`src/rtl/kwd_pkg.sv`:
```
`timescale 1ns/1ps
package kwd_pkg;
  localparam logic [15:0] KEY_FEED   = 16'hFEED;
  localparam logic [15:0] KEY_ARM    = 16'h2BAD;
  localparam logic [15:0] KEY_KILL   = 16'hCAFE;
  localparam logic [15:0] KEY_RESUME = 16'hACED;
  localparam logic [15:0] KEY_CLEAR  = 16'hE8B4;
  localparam logic [15:0] VAL_OFF    = 16'hDABE;
  localparam logic [15:0] VAL_BITTEN = 16'hCFE8;

  // word index = byte address / 4
  typedef enum logic [3:0] {
    IX_FEED = 4'd0, IX_TMO = 4'd1, IX_ARM = 4'd2, IX_KILL = 4'd3,
    IX_STAT = 4'd4, IX_CNT = 4'd5, IX_DBG = 4'd6, IX_RESUME = 4'd7,
    IX_EVT  = 4'd8, IX_MASK = 4'd9, IX_FORCE = 4'd10
  } reg_ix_e;
endpackage

```
`src/rtl/kwd_tick.sv`:
```
`timescale 1ns/1ps
module kwd_tick #(
  parameter int DIV = 320
) (
  input  logic clk,
  input  logic rst_n,
  input  logic restart,
  output logic tick
);
  localparam int PW = (DIV > 1) ? $clog2(DIV) : 1;

  logic [PW-1:0] pre_q;

  assign tick = (pre_q == PW'(DIV - 1));

  always_ff @(posedge clk) begin
    if (!rst_n)              pre_q <= '0;
    else if (restart || tick) pre_q <= '0;
    else                      pre_q <= pre_q + 1'b1;
  end
endmodule

```
`src/rtl/kwd_core.sv`:
```
`timescale 1ns/1ps
module kwd_core #(
  parameter int CNT_W     = 15,
  parameter int SETTLE    = 3,
  parameter int RST_PULSE = 16,
  parameter int RESET_TMO = 6000
) (
  input  logic             clk,
  input  logic             rst_n,
  input  logic             load,
  input  logic             step,
  input  logic [CNT_W-1:0] tmo,
  output logic [CNT_W-1:0] cnt,
  output logic             unstable,
  output logic             pre_evt,
  output logic             expire,
  output logic             sys_rst
);
  localparam int SW  = $clog2(SETTLE + 1);
  localparam int PCW = $clog2(RST_PULSE + 1);

  // the step at count 1 (or 0) is the expiry
  function automatic logic is_last(input logic [CNT_W-1:0] c);
    return c <= CNT_W'(1);
  endfunction

  function automatic logic [CNT_W-1:0] next_count(input logic [CNT_W-1:0] c,
                                                  input logic [CNT_W-1:0] reload);
    return is_last(c) ? reload : c - 1'b1;
  endfunction

  logic [CNT_W-1:0] cnt_q;
  logic [SW-1:0]    settle_q;
  logic [PCW-1:0]   pulse_q;

  assign expire  = step && !load && is_last(cnt_q);
  assign pre_evt = step && !load && (cnt_q == CNT_W'(2));

  always_ff @(posedge clk) begin
    if (!rst_n)     cnt_q <= CNT_W'(RESET_TMO);
    else if (load)  cnt_q <= tmo;
    else if (step)  cnt_q <= next_count(cnt_q, tmo);
  end

  always_ff @(posedge clk) begin
    if (!rst_n)                settle_q <= '0;
    else if (load || step)     settle_q <= SW'(SETTLE);
    else if (settle_q != '0)   settle_q <= settle_q - 1'b1;
  end

  always_ff @(posedge clk) begin
    if (!rst_n)               pulse_q <= '0;
    else if (expire)          pulse_q <= PCW'(RST_PULSE);
    else if (pulse_q != '0)   pulse_q <= pulse_q - 1'b1;
  end

  assign cnt      = cnt_q;
  assign unstable = (settle_q != '0);
  assign sys_rst  = (pulse_q != '0);
endmodule

```
`src/rtl/kwd_top.sv`:
```
`timescale 1ns/1ps
module kwd_top #(
  parameter int ADDR_W    = 6,
  parameter int DATA_W    = 32,
  parameter int CNT_W     = 15,
  parameter int TICK_DIV  = 320,
  parameter int SETTLE    = 3,
  parameter int RST_PULSE = 16,
  parameter int RESET_TMO = 6000
) (
  input  logic              clk,
  input  logic              rst_n,
  input  logic              dbg_mode,
  input  logic              wr_en,
  input  logic [ADDR_W-1:0] wr_addr,
  input  logic [DATA_W-1:0] wr_data,
  input  logic [ADDR_W-1:0] rd_addr,
  output logic [DATA_W-1:0] rd_data,
  output logic              irq,
  output logic              sys_rst
);
  import kwd_pkg::*;

  localparam int IX_W = ADDR_W - 2;

  function automatic logic keyed(input logic [DATA_W-1:0] d, input logic [15:0] k);
    return d == DATA_W'(k);
  endfunction

  // bus decode
  logic [IX_W-1:0] wr_ix, rd_ix;
  logic            wr_ok, rd_ok;
  assign wr_ix = wr_addr[ADDR_W-1:2];
  assign rd_ix = rd_addr[ADDR_W-1:2];
  assign wr_ok = wr_en && (wr_addr[1:0] == 2'b00);
  assign rd_ok = (rd_addr[1:0] == 2'b00);

  function automatic logic at(input logic [IX_W-1:0] ix, input reg_ix_e r);
    return ix == IX_W'(r);
  endfunction

  // state
  logic             en_q, run_q, armed_q, to_q, evt_q, msk_q, frc_q, ovr_q;
  logic [CNT_W-1:0] tmo_q;

  // named internal events
  logic feed_ok, arm_hit, kill_ok, resume_hit, clear_hit, ack_hit;
  logic tick, step, expire, pre_evt, cnt_unstable;
  logic [CNT_W-1:0] cnt_q;

  assign feed_ok    = wr_ok && at(wr_ix, IX_FEED)   && keyed(wr_data, KEY_FEED) && en_q;
  assign arm_hit    = wr_ok && at(wr_ix, IX_ARM)    && keyed(wr_data, KEY_ARM);
  assign kill_ok    = wr_ok && at(wr_ix, IX_KILL)   && keyed(wr_data, KEY_KILL) && armed_q;
  assign resume_hit = wr_ok && at(wr_ix, IX_RESUME) && keyed(wr_data, KEY_RESUME);
  assign clear_hit  = wr_ok && at(wr_ix, IX_STAT)   && keyed(wr_data, KEY_CLEAR);
  assign ack_hit    = wr_ok && at(wr_ix, IX_EVT)    && wr_data[0];
  assign step       = tick && en_q && run_q && (!dbg_mode || ovr_q);

  kwd_tick #(.DIV(TICK_DIV)) u_tick (
    .clk(clk), .rst_n(rst_n), .restart(feed_ok), .tick(tick)
  );

  kwd_core #(
    .CNT_W(CNT_W), .SETTLE(SETTLE), .RST_PULSE(RST_PULSE), .RESET_TMO(RESET_TMO)
  ) u_core (
    .clk(clk), .rst_n(rst_n), .load(feed_ok), .step(step), .tmo(tmo_q),
    .cnt(cnt_q), .unstable(cnt_unstable), .pre_evt(pre_evt),
    .expire(expire), .sys_rst(sys_rst)
  );

  always_ff @(posedge clk) begin
    if (!rst_n) begin
      en_q <= 1'b0; run_q <= 1'b0; armed_q <= 1'b0;
      to_q <= 1'b0; evt_q <= 1'b0; msk_q <= 1'b0; frc_q <= 1'b0; ovr_q <= 1'b0;
      tmo_q <= CNT_W'(RESET_TMO);
    end else begin
      if (wr_ok) armed_q <= arm_hit;
      if (kill_ok) begin
        en_q <= 1'b0; run_q <= 1'b0;
      end else begin
        if (resume_hit) en_q  <= 1'b1;
        if (feed_ok)    run_q <= 1'b1;
      end
      if (expire)         to_q <= 1'b1;
      else if (clear_hit) to_q <= 1'b0;
      if (pre_evt || frc_q) evt_q <= 1'b1;
      else if (ack_hit)     evt_q <= 1'b0;
      if (wr_ok && at(wr_ix, IX_TMO))   tmo_q <= wr_data[CNT_W-1:0];
      if (wr_ok && at(wr_ix, IX_MASK))  msk_q <= wr_data[0];
      if (wr_ok && at(wr_ix, IX_FORCE)) frc_q <= wr_data[0];
      if (wr_ok && at(wr_ix, IX_DBG))   ovr_q <= wr_data[0];
    end
  end

  assign irq = evt_q && msk_q;

  logic [15:0] rd16;
  always_comb begin
    rd16 = '0;
    if (rd_ok) begin
      if (at(rd_ix, IX_TMO))   rd16 = 16'(tmo_q);
      if (at(rd_ix, IX_KILL))  rd16 = en_q ? 16'h0000 : VAL_OFF;
      if (at(rd_ix, IX_STAT))  rd16 = to_q ? VAL_BITTEN : 16'h0000;
      if (at(rd_ix, IX_CNT))   rd16 = 16'({cnt_unstable, cnt_q});
      if (at(rd_ix, IX_DBG))   rd16 = {14'b0, dbg_mode, ovr_q};
      if (at(rd_ix, IX_EVT))   rd16 = {15'b0, evt_q};
      if (at(rd_ix, IX_MASK))  rd16 = {15'b0, msk_q};
      if (at(rd_ix, IX_FORCE)) rd16 = {15'b0, frc_q};
    end
  end
  assign rd_data = {{(DATA_W-16){1'b0}}, rd16};
endmodule

```
`config.mk`:
```
export PLATFORM = sky130hd
export DESIGN_NAME = kwd_top
export DESIGN_NICKNAME = d
export VERILOG_FILES = /design/src/rtl/kwd_pkg.sv /design/src/rtl/kwd_tick.sv /design/src/rtl/kwd_core.sv /design/src/rtl/kwd_top.sv
export SDC_FILE = /design/constraint.sdc
export NUM_CORES = 1
export LEC_CHECK = 0
export BUFFER_PORTS_ARGS = -buffer_cell sky130_fd_sc_hd__buf_2
export CAP_MARGIN = 40
export CORE_ASPECT_RATIO = 0.5
export CORE_UTILIZATION = 51
export CTS_BUF_LIST = sky130_fd_sc_hd__clkbuf_8
export CTS_CLUSTER_DIAMETER = 80
export DETAILED_ROUTE_END_ITERATION = 8
export GPL_TIMING_DRIVEN = 0
export PLACE_DENSITY = 0.91
export SYNTH_ARGS = -nofsm -noshare
export SYNTH_HDL_FRONTEND = slang
export SYNTH_HIERARCHICAL = 1
export SYNTH_SLANG_ARGS = --single-unit
```
`constraint.sdc`:
```
create_clock -name clk -period 2.85 [get_ports clk]
set_clock_uncertainty 0.1 [all_clocks]
set_input_delay 0.285 -clock clk [delete_from_list [all_inputs] [get_ports clk]]
set_output_delay 0.285 -clock clk [all_outputs]
set_load 0.02 [all_outputs]
```
==> qor.txt <==
leak pwr -> 0.00185 uW
Die H -> 61.2 um
Starting Density -> 53.2%
Cells after Synth -> 453
Worst Path Buf+Inv -> 1
most numerous cell in the Yosys netlist -> dfxtp_1
I/O Pins -> 82
CP Max Fanout -> 8
min cycle time layout -> 2810 ps
DP Area -> 4070 um2
CTS max path bufs -> 2
Final nets -> 598
antenna violations before repair -> 0
Slew headroom -> 49.8%
vias in the first global route -> 3265
CP Launch Type -> flip-flop
Synth top cells by count -> 54 x dfxtp_1, 46 x nor2_1, 44 x nand2_1, 27 x a21oi_1, 24 x o21ai_0
hpwl dp -> 7460 um
# hold bufs at CTS -> 0
total vias in the final route -> 3890
WS Path Type -> flip-flop to flip-flop
Post-synth ARST share -> 0%
Max-cap violations -> 0
CTS tree -> yes
H-tree depth -> 2
crit path DAT -> 2910 ps
R2R cell count -> 9
Mapped Area -> 3580 um2
Yosys cell types -> 74
WP depth -> 9
first-pass GRT wire length -> 15700 um
worst slew pin tran -> 751 ps
#FFs+latches synth -> 54
vias per cell -> 6.11
GPL Wtd Cong -> 0.980
Synth top area share -> 30.2%
Ys Warns -> 6
worst hold path type -> input pin to flip-flop
worst skew pair latency -> 320 ps
Root Buffer -> clkbuf_8
Rows -> 21
CTS Sinks -> 54
Final Hold Fails -> 0
Clk pin slew, worst setup/hold paths -> 110 ps
post-synth top area cell -> dfxtp_1
RSZ-0062 raised after global routing -> true
grt ovf -> 0
PD cells -> 416 nW/um2
top post-synthesis cells by area -> dfxtp_1 30%, mux2i_1 5.9%, nor2_1 4.8%
# DRC -> 0
design area -> 4320 um2
CTS Buf Count -> 5
Post-Route WL -> 10300 um
critical path's top delay family -> simple AND/OR/NAND/NOR gates
Layout area overhead -> 20.8%
Max VDD drop -> 0.266 mV
CP peak stage delay -> 500 ps
Pins Over Slew Limit -> 0
DRT antenna net count -> 0
WP data required -> 2950 ps
Synth Flop Type -> dfxtp_1
initial DRC count -> 345
die width -> 120 um
Core ar. -> 6730 um2
DR pass1 iterations -> 6
CP Cell Sequence -> or3b_4 -> nor3_4 -> o2111a_1 -> buf_6 -> or4b_4 -> nor4_4 -> a31oi_2 -> o21ai_0 -> nor2_1
layout cells sized above 1 -> 24.6%
CP max stage cell -> or4b_4
total track usage -> 27.1%
EDFF count, synth -> 0
Crit. End Element -> flip-flop
Avg Cell Area, Syn -> 7.90 um2
wire length per cell -> 16.2 um
status -> complete, no violations
Fmax -> 0.356 GHz
Period Utilization, post-route -> 98.6%
TNS Setup -> 0 ps
sequential-to-total area share from yosys stat -> 30.2%
fill count -> 582
Port Buffers -> 63
final setup fails -> 0
Total Die Area -> 7380 um2
largest net degree at the start of global routing -> 19
Ant. Diodes -> 0
Worst Hold Depth -> 3
[cells in the final DEF (no fill, tap or decap), types with 17 or more instances in the layout]
cell type	Yosys	routed
a21oi_1	27	27
buf_2	2	65
buf_4	18	24
dfxtp_1	54	49
inv_1	17	17
mux2i_1	21	21
nand2_1	44	44
nor2_1	46	44
nor3_1	18	17
o21ai_0	24	23
[per-layer routing]
metal,vias up,share of wire [%],GRT usage (%)
met4,0,2.8,8.99
met1,1774,39,33.6
met2,263,48,50.0
met3,35,10,3.98
li1,1818,-,-
met5,-,0,0
[cells by family after synthesis]
family | after synthesis | share of synthesized area, %
and+or+nand+nor | 206 | 32.5
AOI/OAI and AO/OA | 107 | 19.5
DFF | 54 | 30.2
buffers and inverters | 49 | 7.52
muxes | 21 | 5.87
xor gates and xnor gates | 9 | 2.20
adders and majority gates | 6 | 2.10
other | 1 | 0.105
[worst reg2reg max path, stage by stage, from the launching register on]
cell and delay, ps:
dfxtp_4 380, or3b_4 420, nor3_4 140, o2111a_1 250, buf_6 130, or4b_4 500, nor4_4 330, a31oi_2 200
o21ai_0 180, nor2_1 60
[cell type report]
class	instances	area, um2	share of cell area (%)
Buffer	30	198	4.57
Inverter	19	71.3	1.65
Tap cell	92	115	2.66
Clock buffer	5	68.8	1.59
Sequential cell	54	1090	25.3
Timing Repair Buffer	69	360	8.34
Multi-Input combinational cell	365	2370	54.8
Clock inverter	3	47.5	1.10
[power breakdown]
group	switching (uW)	leakage [uW]	internal [uW]
logic	249	0.00135	176
clock network	279	0.0000591	268
registers	27.5	0.000440	798
total	556	0.00185	1240
[per-stage QoR]
step	total power (uW)	hold slack [ps]	utilization (%)	instances	worst slack [ps]
after floorplan	1140	281	-	468	19.3
after global placement	1240	334	60.4	623	-379
after detailed placement	1260	348	60.4	623	-390
after CTS	1790	118	63.0	634	11.5
after global routing	1880	117	64.2	637	-50.8
final	1800	114	64.2	637	40.6
[state kept, by name, summed over array words and instances (netlist names)]
name	cells
tmo_q	15
u_core/cnt	15
u_tick/pre_q	9
u_core/pulse_q	5
u_core/settle_q	2
armed_q	1
en_q	1
evt_q	1
frc_q	1
msk_q	1
ovr_q	1
run_q	1
to_q	1
[repair_timing]
item / 4_1_cts / 5_1_grt
endpoints found under the hold margin: 0 / 0
pin swaps: 5 / 7
endpoints found under the setup margin: 10 / 11
gates resized for setup: 8 / 16
buffers inserted: 3 / 3
[worst paths after layout]
| kind | slack [ps] | endpoint | from |
|---|---|---|---|
| max reg2reg | 40 | u_core/cnt[13] | u_tick/pre_q[6] |
| max | 40 | u_core/cnt[13] | u_tick/pre_q[6] |
| min | 110 | tmo_q[9] | wr_data[9] |
| min reg2reg | 350 | u_tick/pre_q[0] | u_tick/pre_q[0] |
(Power assumes the default switching activity.)
